## src/rtl/ofi_pkg.sv

```systemverilog
package ofi_pkg;
  localparam int DATA_W    = 4;
  localparam logic CTRL_ADDR = 1'b0;
  localparam logic FLAG_ADDR = 1'b1;
  localparam int STOP_B  = 0;
  localparam int OF_B    = 0;
  localparam int RUNOK_B = 1;
  localparam int N_SRC   = 3;
  localparam int SRC_OF  = 0;
  localparam int SRC_ALM = 1;
  localparam int SRC_WDG = 2;

  typedef struct packed {
    logic out_bit;
    logic afe;
    logic ofie;
    logic stop;
  } ctrl_t;
endpackage

```

## src/rtl/ofi_ctrl_regs.sv

```systemverilog
module ofi_ctrl_regs
  import ofi_pkg::*;
(
  input  logic              clk_i,
  input  logic              rst_ni,
  input  logic              wr_i,
  input  logic              addr_i,
  input  logic [DATA_W-1:0] wdata_i,
  output ctrl_t             ctrl_o,
  output logic              stop_wr_o
);
  logic ctrl_wr;
  assign ctrl_wr   = wr_i && (addr_i == CTRL_ADDR);
  assign stop_wr_o = ctrl_wr && wdata_i[STOP_B];

  always_ff @(posedge clk_i or negedge rst_ni) begin
    if (!rst_ni) begin
      ctrl_o <= '{out_bit: 1'b1, afe: 1'b0, ofie: 1'b0, stop: 1'b0};
    end else if (ctrl_wr) begin
      ctrl_o <= ctrl_t'(wdata_i);
    end
  end
endmodule

```

## src/rtl/ofi_run_timer.sv

```systemverilog
module ofi_run_timer #(
  parameter int RUN_TICKS = 4,
  localparam int CNT_W = $clog2(RUN_TICKS + 1)
) (
  input  logic             clk_i,
  input  logic             rst_ni,
  input  logic             tick_i,
  input  logic             osc_run_i,
  input  logic             stop_i,
  output logic [CNT_W-1:0] cnt_o,
  output logic             run_ok_o
);
  localparam logic [CNT_W-1:0] CNT_MAX = CNT_W'(RUN_TICKS);

  always_ff @(posedge clk_i or negedge rst_ni) begin
    if (!rst_ni)                   cnt_o <= '0;
    else if (!osc_run_i || stop_i) cnt_o <= '0;
    else if (tick_i && cnt_o != CNT_MAX) cnt_o <= cnt_o + 1'b1;
  end

  assign run_ok_o = (cnt_o == CNT_MAX);
endmodule

```

## src/rtl/ofi_fail_flag.sv

```systemverilog
module ofi_fail_flag (
  input  logic clk_i,
  input  logic rst_ni,
  input  logic set_i,
  input  logic clr_req_i,
  input  logic run_ok_i,
  output logic of_o
);
  // set dominates an honoured clear
  always_ff @(posedge clk_i or negedge rst_ni) begin
    if (!rst_ni)                     of_o <= 1'b1;
    else if (set_i)                  of_o <= 1'b1;
    else if (clr_req_i && run_ok_i)  of_o <= 1'b0;
  end
endmodule

```

## src/rtl/ofi_pin_drv.sv

```systemverilog
module ofi_pin_drv #(
  parameter int NS = 3
) (
  input  logic [NS-1:0] src_req_i,
  input  logic [NS-1:0] src_en_i,
  input  logic          out_bit_i,
  output logic          irq_mode_o,
  output logic          pull_low_o
);
  logic [NS-1:0] gated;
  for (genvar g = 0; g < NS; g++) begin : g_src
    assign gated[g] = src_req_i[g] & src_en_i[g];
  end

  assign irq_mode_o = |src_en_i;
  assign pull_low_o = irq_mode_o ? |gated : ~out_bit_i;
endmodule

```

## src/rtl/osc_fail_irq.sv

```systemverilog
module osc_fail_irq
  import ofi_pkg::*;
#(
  parameter int RUN_TICKS = 4
) (
  input  logic              clk_i,
  input  logic              rst_ni,
  input  logic              osc_run_i,
  input  logic              tick_i,
  input  logic              wr_i,
  input  logic              rd_i,
  input  logic              addr_i,
  input  logic [DATA_W-1:0] wdata_i,
  output logic [DATA_W-1:0] rdata_o,
  input  logic              alm_req_i,
  input  logic              wdog_req_i,
  input  logic              wdog_en_i,
  output logic              stop_o,
  output logic              pull_low_o
);
  localparam int CNT_W = $clog2(RUN_TICKS + 1);

  ctrl_t            ctrl_q;
  logic             stop_wr;
  logic [CNT_W-1:0] run_cnt;
  logic             run_ok;
  logic             of_q;
  logic             of_set;
  logic             of_clr;
  logic             irq_mode;
  logic [N_SRC-1:0] src_req;
  logic [N_SRC-1:0] src_en;
  logic [DATA_W-1:0] rd_mux;

  ofi_ctrl_regs u_ctrl (
    .clk_i, .rst_ni, .wr_i, .addr_i, .wdata_i,
    .ctrl_o(ctrl_q), .stop_wr_o(stop_wr)
  );

  ofi_run_timer #(.RUN_TICKS(RUN_TICKS)) u_timer (
    .clk_i, .rst_ni, .tick_i, .osc_run_i,
    .stop_i(ctrl_q.stop), .cnt_o(run_cnt), .run_ok_o(run_ok)
  );

  assign of_set = !osc_run_i || ctrl_q.stop || stop_wr;
  assign of_clr = wr_i && (addr_i == FLAG_ADDR) && !wdata_i[OF_B];

  ofi_fail_flag u_flag (
    .clk_i, .rst_ni, .set_i(of_set), .clr_req_i(of_clr),
    .run_ok_i(run_ok), .of_o(of_q)
  );

  always_comb begin
    src_req          = '0;
    src_en           = '0;
    src_req[SRC_OF]  = of_q;
    src_en[SRC_OF]   = ctrl_q.ofie;
    src_req[SRC_ALM] = alm_req_i;
    src_en[SRC_ALM]  = ctrl_q.afe;
    src_req[SRC_WDG] = wdog_req_i;
    src_en[SRC_WDG]  = wdog_en_i;
  end

  ofi_pin_drv #(.NS(N_SRC)) u_pin (
    .src_req_i(src_req), .src_en_i(src_en), .out_bit_i(ctrl_q.out_bit),
    .irq_mode_o(irq_mode), .pull_low_o(pull_low_o)
  );

  always_comb begin
    rd_mux = '0;
    if (addr_i == CTRL_ADDR) begin
      rd_mux = DATA_W'(ctrl_q);
    end else begin
      rd_mux[OF_B]    = of_q;
      rd_mux[RUNOK_B] = run_ok;
    end
  end

  always_ff @(posedge clk_i or negedge rst_ni) begin
    if (!rst_ni)   rdata_o <= '0;
    else if (rd_i) rdata_o <= rd_mux;
  end

  assign stop_o = ctrl_q.stop;
endmodule

```

## config.mk

```make
export PLATFORM = sky130hd
export DESIGN_NAME = osc_fail_irq
export DESIGN_NICKNAME = d
export VERILOG_FILES = /design/src/rtl/ofi_pkg.sv /design/src/rtl/ofi_ctrl_regs.sv /design/src/rtl/ofi_run_timer.sv /design/src/rtl/ofi_fail_flag.sv /design/src/rtl/ofi_pin_drv.sv /design/src/rtl/osc_fail_irq.sv
export SDC_FILE = /design/constraint.sdc
export NUM_CORES = 1
export LEC_CHECK = 0
export ABC_AREA = 1
export BUFFER_PORTS_ARGS = -buffer_cell sky130_fd_sc_hd__buf_4
export CELL_PAD_IN_SITES_DETAIL_PLACEMENT = 0
export CELL_PAD_IN_SITES_GLOBAL_PLACEMENT = 2
export CORE_MARGIN = 3
export CORE_UTILIZATION = 28
export DETAILED_ROUTE_END_ITERATION = 8
export GPL_TIMING_DRIVEN = 1
export PLACE_DENSITY = 0.81
export SLEW_MARGIN = 40
export SYNTH_ARGS = -nofsm -noshare
export SYNTH_HDL_FRONTEND = slang
export SYNTH_HIERARCHICAL = 1
export SYNTH_SLANG_ARGS = --single-unit
```

## constraint.sdc

```tcl
create_clock -name clk_i -period 2.3 [get_ports clk_i]
set_clock_uncertainty 0.1 [all_clocks]
set_input_delay 0.115 -clock clk_i [delete_from_list [all_inputs] [get_ports clk_i]]
set_output_delay 0.115 -clock clk_i [all_outputs]
set_load 0.02 [all_outputs]
```

==> results.json <==
{
  "fin_setup_tns_ps": 0,
  "grt_pass1_wl_um": 2249,
  "synth_area_um2": 669.4,
  "status": "finished clean",
  "wl_met3_um": 77,
  "fillers": 247,
  "cellLeakagePower_nw": 0.5543,
  "cts_tree": "yes",
  "finalWeightedCongestion": 0.7220,
  "hold_viol": 0,
  "n_antenna_cell": 0,
  "hold-path-endpoint": "u_ctrl/ctrl_o[3]$_DFFE_PN1P_",
  "powerDensity_nw_per_um2": 574.8,
  "fin_nets": 142,
  "endpoint_kind": "primary output",
  "layout-drive-gt1-share_pct": 24.00,
  "die_area_um2": 3013,
  "syn_inst": 96,
  "cp_cell_sequence": "nand2_1 -> inv_1 -> nor2_1 -> nand2_1 -> buf_4",
  "first_global_vias": 536,
  "portBuffers": 19,
  "slowest_delay_ps": 550,
  "ir_drop_mv": 0.3334,
  "hpwl_um": 1113,
  "crit_fanout": 3,
  "r2r_start": "u_timer/cnt_o[0]$_DFFE_PN0P_",
  "r2r_slack_ps": 1060,
  "startpoint": "u_flag/of_o$_DFFE_PN1P_",
  "critPathKind": "flip-flop to primary output",
  "root_buffer": "clkbuf_4",
  "drt-met1-wl_um": 666,
  "ctsHoldBuffers": 6,
  "holdWs_ps": 11.57,
  "drv_cap": 0,
  "wl_met2_um": 655,
  "rsz0062_at_grt": "false",
  "cts.sinks": 12,
  "timing.hold.worst.start": "wr_i",
  "grt_max_degree": 13,
  "vias": 627,
  "cts_inserted_buffers": 3,
  "io_pins": 20,
  "max_freq_mhz": 740.6,
  "syn_nets": 112,
  "critPathSlowestCell": "dfstp_2",
  "drt_pre_antenna_iters": 3,
  "path_clk_slew_ps": 80,
  "fp.coreArea_um2": 2233,
  "mostFrequentLayoutCell": "nand2_1",
  "syn_avg_cell_area_um2": 6.973,
  "final.period_utilization_pct": 58.71,
  "htreeDepth": 1,
  "drcViolationCount": 0,
  "cts_resized": 0,
  "post_cts_buffers": 0,
  "start_util_pct": 29.97,
  "clk_latency_ps": 270,
  "slew_viol_final": 0,
  "crit_arrival_ps": 1140,
  "syn2layout_area_growth_pct": 40.93,
  "grt_overflow": 0,
  "die_y_um": 54.90,
  "reg2reg_to": "rdata_o[1]$_DFFE_PN0P_",
  "min_path_cells": 3,
  "min_path_type": "input port to flip-flop",
  "finalCriticalPeriod_ps": 1350,
  "ys_warn_count": 6,
  "cpMostUsedCell": "nand2_1",
  "final_cell_mix": "nand2_1 (38), inv_1 (19), buf_4 (19), nand3_1 (11), dfrtp_1 (10)",
  "top_layer": "met4",
  "r2r_cells": 8,
  "wl_um": 1410,
  "grtUsageTotal_pct": 11.00,
  "antenna_found_initial": 0,
  "cp-start-kind": "flip-flop",
  "drtIter0Drc": 7,
  "wl_per_cell_um": 9.216,
  "worst-slew-pin-transition_ps": 195.4,
  "drtAntennaViolNets": 0,
  "cts_max_path_buffers": 2,
  "rows": 17,
  "dieWidth_um": 54.90,
  "routed_via_density": 4.098,
  "slew_headroom_pct": 86.97,
  "required_ps": 2090,
  "setup_viol": 0
}
[stage by stage]
stage / util (%) / cells / total power [mW] / setup WS (ps) / cell area (um2)
floorplan: - / 96 / 0.3160 / 1157 / 669.4
global placement: 37.93 / 143 / 0.3735 / 1119 / 847.1
detailed placement: 37.93 / 143 / 0.3758 / 1066 / 847.1
CTS: 42.24 / 153 / 0.5560 / 923.2 / 943.4
global route: 42.24 / 153 / 0.5855 / 857.0 / 943.4
finish: 42.24 / 153 / 0.5423 / 949.7 / 943.4
[registers in the layout, indices dropped and copies added, names as in the netlist]
register and cells:
rdata_o 4, u_ctrl/ctrl_o 4, u_flag/of_o 1, u_timer/cnt_o 3
[worst max-delay path by stage]
stage / to / slack (ps)
after floorplan: rdata_o[1]$_DFFE_PN0P_ / 1160
after global placement: rdata_o[1]$_DFFE_PN0P_ / 1120
after detailed placement: rdata_o[1]$_DFFE_PN0P_ / 1070
after CTS: pull_low_o / 920
after global routing: pull_low_o / 860
final: pull_low_o / 950
[per-layer routing]
layer	vias up	GRT usage [%]
met1	267	14.69
met2	14	15.75
li1	344	-
met3	2	5.630
met5	-	0
met4	0	2.429
[report_power, final]
| part | total [mW] | switching, mW | internal, mW |
|---|---|---|---|
| Combinational | 0.127 | 0.0672 | 0.0602 |
| Clock | 0.166 | 0.0696 | 0.0961 |
| Sequential | 0.249 | 0.0172 | 0.232 |
[area by class of cell]
| cell class | instances | area, um2 | area share, % |
|---|---|---|---|
| Timing Repair Buffer | 25 | 202.7 | 21.49 |
| Sequential cell | 12 | 302.8 | 32.10 |
| Multi-Input combinational cell | 64 | 291.5 | 30.90 |
| Inverter | 20 | 75.07 | 7.958 |
| Clock buffer | 4 | 36.28 | 3.846 |
| Tap cell | 28 | 35.03 | 3.714 |
[worst max-delay path: cells and delay by family, from the launching register on]
kind                   cells  cell delay [ps]
buffers and inverters      2              180
AND/OR/NAND/NOR            3              140
flip-flops                 1              550
No activity file was read; power rests on OpenSTA's default activity.
